<file path="src/rtl/ddr_powerup_seq.sv">
module ddr_powerup_seq #(
  parameter int unsigned ADDR_W   = 13,
  parameter int unsigned WAIT_CYC = 50000,
  parameter int unsigned T_RP     = 3,
  parameter int unsigned T_MRD    = 2,
  parameter int unsigned T_RFC    = 18,
  parameter int unsigned DLL_LOCK = 200
) (
  input  logic              clk,
  input  logic              rst_n,
  input  logic [2:0]        burst_len,
  input  logic [2:0]        cas_lat,
  output logic              cke,
  output logic              cs_n,
  output logic              ras_n,
  output logic              cas_n,
  output logic              we_n,
  output logic [1:0]        ba,
  output logic [ADDR_W-1:0] addr,
  output logic              init_done
);

  function automatic int unsigned max2(int unsigned a, int unsigned b);
    return (a > b) ? a : b;
  endfunction

  localparam int unsigned MAXG = max2(max2(WAIT_CYC, T_RP), max2(T_MRD, T_RFC));
  localparam int unsigned CW   = $clog2(MAXG + 1);
  localparam int unsigned LW   = $clog2(DLL_LOCK + 1);

  typedef enum logic [3:0] {
    ST_WAIT, ST_CKE, ST_PRE1, ST_EMR, ST_MRR,
    ST_PRE2, ST_REF1, ST_REF2, ST_MRF, ST_DONE
  } st_t;

  st_t            state;
  logic [CW-1:0]  cnt;
  logic [CW-1:0]  gap;
  logic [LW-1:0]  lock_cnt;
  logic           issue;
  logic           lock_ok;

  always_comb begin
    case (state)
      ST_WAIT:                  gap = CW'(WAIT_CYC);
      ST_CKE:                   gap = CW'(1);
      ST_PRE1, ST_PRE2:         gap = CW'(T_RP);
      ST_REF1, ST_REF2:         gap = CW'(T_RFC);
      default:                  gap = CW'(T_MRD);
    endcase
  end

  always_ff @(posedge clk or negedge rst_n) begin
    if (!rst_n) begin
      state <= ST_WAIT;
      cnt   <= '0;
    end else if (state != ST_DONE) begin
      if (cnt == gap - CW'(1)) begin
        state <= st_t'(state + 4'd1);
        cnt   <= '0;
      end else begin
        cnt <= cnt + CW'(1);
      end
    end
  end

  assign issue = (cnt == '0);

  always_ff @(posedge clk or negedge rst_n) begin
    if (!rst_n)
      lock_cnt <= '0;
    else if (state == ST_MRR && issue)
      lock_cnt <= LW'(1);
    else if (lock_cnt != '0 && lock_cnt < LW'(DLL_LOCK))
      lock_cnt <= lock_cnt + LW'(1);
  end

  assign lock_ok   = (lock_cnt == LW'(DLL_LOCK));
  assign init_done = (state == ST_DONE) && lock_ok;
  assign cke       = (state != ST_WAIT);

  function automatic logic [ADDR_W-1:0] mode_word(logic dll_rst, logic [2:0] bl, logic [2:0] cl);
    logic [ADDR_W-1:0] w;
    w      = '0;
    w[2:0] = bl;
    w[6:4] = cl;
    w[8]   = dll_rst;
    return w;
  endfunction

  always_comb begin
    cs_n  = 1'b0;
    ras_n = 1'b1;
    cas_n = 1'b1;
    we_n  = 1'b1;
    ba    = 2'b00;
    addr  = '0;
    if (state == ST_WAIT) begin
      cs_n = 1'b1;
    end else if (issue) begin
      case (state)
        ST_PRE1, ST_PRE2: begin
          ras_n    = 1'b0;
          we_n     = 1'b0;
          addr[10] = 1'b1;
        end
        ST_REF1, ST_REF2: begin
          ras_n = 1'b0;
          cas_n = 1'b0;
        end
        ST_EMR: begin
          {ras_n, cas_n, we_n} = 3'b000;
          ba = 2'b01;
        end
        ST_MRR: begin
          {ras_n, cas_n, we_n} = 3'b000;
          addr = mode_word(1'b1, burst_len, cas_lat);
        end
        ST_MRF: begin
          {ras_n, cas_n, we_n} = 3'b000;
          addr = mode_word(1'b0, burst_len, cas_lat);
        end
        default: ;
      endcase
    end
  end

endmodule

</file>
<file path="config.mk">
export PLATFORM = sky130hd
export DESIGN_NAME = ddr_powerup_seq
export DESIGN_NICKNAME = d
export VERILOG_FILES = /design/src/rtl/ddr_powerup_seq.sv
export SDC_FILE = /design/constraint.sdc
export NUM_CORES = 1
export LEC_CHECK = 0
export ABC_AREA = 1
export BUFFER_PORTS_ARGS = -buffer_cell sky130_fd_sc_hd__buf_4
export CORE_UTILIZATION = 59
export CTS_CLUSTER_DIAMETER = 30
export CTS_CLUSTER_SIZE = 28
export DETAILED_ROUTE_END_ITERATION = 10
export GPL_TIMING_DRIVEN = 0
export PLACE_DENSITY = 0.81
export SLEW_MARGIN = 30
export SYNTH_ARGS = -nofsm -noshare
export SYNTH_HDL_FRONTEND = slang
export SYNTH_SLANG_ARGS = --single-unit
</file>
<file path="constraint.sdc">
create_clock -name clk -period 2.9 [get_ports clk]
set_clock_uncertainty 0.2 [all_clocks]
set_input_delay 0.435 -clock clk [delete_from_list [all_inputs] [get_ports clk]]
set_output_delay 0.435 -clock clk [all_outputs]
set_load 0.02 [all_outputs]
</file>
==> impl_metrics.env <==
export IMPL_status="finished, final reports clean"
export IMPL_path_delay_family="simple AND/OR/NAND/NOR gates"
export IMPL_insertion_delay_ns=0.28
export IMPL_syn_to_final_growth_pct=14.32
export IMPL_antenna_found_initial=0
export IMPL_dieArea_um2=4211
export IMPL_routed_wl_um=5565
export IMPL_grt_pass1_vias=2088
export IMPL_clock_sinks=28
export IMPL_slowest_delay_ns=0.44
export IMPL_maxSlewHeadroom=0.5728
export IMPL_grt_ovfl_total=0
export IMPL_drive_gt1_frac=0.1528
export IMPL_fin_nets=404
export IMPL_preCtsSetupSlack_ns=0.08112
export IMPL_postLayoutSetupSlackWorst_ns=0.1293
export IMPL_yosys_warnings=0
export IMPL_clockBufferDepth=2
export IMPL_worst_r2r_path_depth=13
export IMPL_max_freq_ghz=0.3609
export IMPL_crit_slowest_cell="dfrtp_1"
export IMPL_cp_arrival_ns=2.74
export IMPL_ios=29
export IMPL_clkSlewWorstSetupHoldPaths_ns=0.10
export IMPL_p_leak_uw=0.001423
export IMPL_finalInstanceArea_um2=2668
export IMPL_antenna_left=0
export IMPL_drt_iter0_drc=181
export IMPL_die_w_um=64.89
export IMPL_ys_ff_latch=28
export IMPL_ir_drop_uv=210.0
export IMPL_die_height_um=64.89
export IMPL_grt_pass1_wl_um=9315
export IMPL_port_buffers=22
export IMPL_ys_seq_area_frac=0.3003
export IMPL_end_kind="register"
export IMPL_cts_tree="built"
export IMPL_core_um2=3716
export IMPL_synth_top_cell_by_area="dfrtp_1"
export IMPL_tns_ns=0
export IMPL_antenna_cells=0
export IMPL_syn_inst=352
export IMPL_via_per_inst=5.270
export IMPL_grt_max_degree=29
export IMPL_rrSetupSlack_ns=0.13
export IMPL_synth_top_area_frac=0.3003
export IMPL_cts_root_buf="clkbuf_8"
export IMPL_worstPathMaxFanout=10
export IMPL_cp_buffers_inverters=1
export IMPL_place_congestion=1.001
export IMPL_reg2reg_from="state[0]"
export IMPL_via_count=2287
export IMPL_rows=22
export IMPL_htree_levels=1
export IMPL_path_class="register to register"
export IMPL_maxCapViolCount=0
export IMPL_timing_rr_end="cnt[9]"
export IMPL_tightest_slew_ns=0.6408
export IMPL_hold_viol=0
export IMPL_dp_cells=427
export IMPL_syn_mean_instance_area_um2=6.629
export IMPL_synthTopCellsByArea="dfrtp_1 30%, nand2_1 16%, inv_1 8.2%, nand3_1 6.6%, xor2_1 6.0%"
export IMPL_final_cell_mix="102 x nand2_1, 51 x inv_1, 35 x nor2_1"
export IMPL_synth_cell_types=29
export IMPL_final_cells=434
export IMPL_p_per_area_nw_per_um2=251.1
export IMPL_dp_hpwl_um=4103
export IMPL_cp_num_cells=13
export IMPL_setup_violations=0
export IMPL_critPathLaunchType="register"
export IMPL_start_util=0.6279
export IMPL_syn_area_um2=2333
export IMPL_endpoint="cnt[9]"
export IMPL_finalCriticalPeriod_ns=2.771
export IMPL_min_path_type="register to register"
export IMPL_grt_usage=0.2835
export IMPL_finalMaxSlewViolations=0
export IMPL_fillerInstances=332
export IMPL_dpl_cell_area_um2=2577
export IMPL_cp_startpoint="state[0]"
export IMPL_worstHoldStart="lock_cnt[7]"
export IMPL_critical_path_required_ns=2.87
export IMPL_crit_chain="inv_1 > ha_2 > nand2_8 > a21oi_1 > ha_2 > nand2_1 > nand3_1 > nor2_2 > nand3_2 > nor2_4 > nand2_2 > nand3_1 > nand2_1"
export IMPL_first_pass_iters=4
export IMPL_drc_errors=0
export IMPL_routedWlPerCell_um=12.82
export IMPL_numCtsBuffers=3
export IMPL_final_common_cell="nand2_1"
export IMPL_fin_crit_sh=0.9554
worst register-to-register path, delay by kind of cell (launching register included):
kind	cells	cell delay, ns
and+or+nand+nor	9	1.10
adders and majority gates	2	0.58
DFF	1	0.44
AOI/OAI and AO/OA	1	0.22
buffers and inverters	1	0.12
layer usage:
layer,wire length (um),global-route usage,vias to the layer above
met1,2650,0.3830,1028
met3,325,0.03697,9
li1,-,-,1167
met4,106,0.09167,0
met2,2482,0.4648,83
met5,0,0,-
power by group:
group          switching [uW]  total, uW  internal (uW)
combinational            16.8       28.9           12.2
clock                     129        251            122
sequential                  0        390            390
layout make-up:
cell class	count	area, um2	share of cell area
Buffer	9	67.56	0.02533
Clock buffer	4	55.05	0.02064
Inverter	57	219.0	0.08208
Multi-Input combinational cell	263	1375	0.5155
Sequential cell	28	700.7	0.2627
Tap cell	48	60.06	0.02251
Timing Repair Buffer	25	190.2	0.07129
sequential cells by signal (all words and copies together) (netlist names):
| signal | cells |
|---|---|
| lock_cnt | 8 |
| state | 4 |
| cnt | 16 |
cell families (layout without fill, tap and decap cells):
kind of cell,after synthesis,after routing,synth area share
AND/OR/NAND/NOR,212,212,0.4220
AO/OA/AOI/OAI,19,19,0.04129
adder cells (fa/ha/maj),9,9,0.04826
other,1,6,0.001607
buffers and inverters,66,95,0.1228
flip-flops,28,28,0.3003
XOR/XNOR,17,17,0.06381
Yosys cell counts, drive strengths merged:
library cell and n:
nand2 106, inv 54, nor2 42, nand3 36, dfrtp 28, xor2 16
nand4 15, o21ai 14, buf 9, ha 9, nor3 9, a21oi 4
clkinv 3, nor4 2, a31oi 1, conb 1, nand3b 1, or2 1
xnor2 1
worst min path at each step:
stage | slack (ns) | to | depth (start not counted)
after floorplan | -0.06 | cnt[0] | 0
after global placement | 0.17 | lock_cnt[2] | 1
after detailed placement | 0.18 | lock_cnt[3] | 1
after CTS | 0.37 | state[0] | 2
after global routing | 0.42 | lock_cnt[7] | 2
final | 0.37 | lock_cnt[7] | 2
per-stage QoR:
| stage | hold slack [ns] | util | total power [uW] |
|---|---|---|---|
| 6_report | 0.3655 | 0.7178 | 669.8 |
| 5_1_grt | 0.4161 | 0.7178 | 682.9 |
| 4_1_cts | 0.3691 | 0.7111 | 673.4 |
| 3_5_place_dp | 0.1820 | 0.6936 | 426.1 |
| 3_3_place_gp | 0.1691 | 0.6936 | 425.3 |
| 2_1_floorplan | -0.06059 | - | 410.9 |
timing repair:
item	in CTS	in global routing
buffers inserted	0	2
endpoints found under the setup margin	0	26
hold endpoints to repair	28	0
gates resized for setup	0	4
hold buffers	1	0
Power figures use the tool's default switching activity.
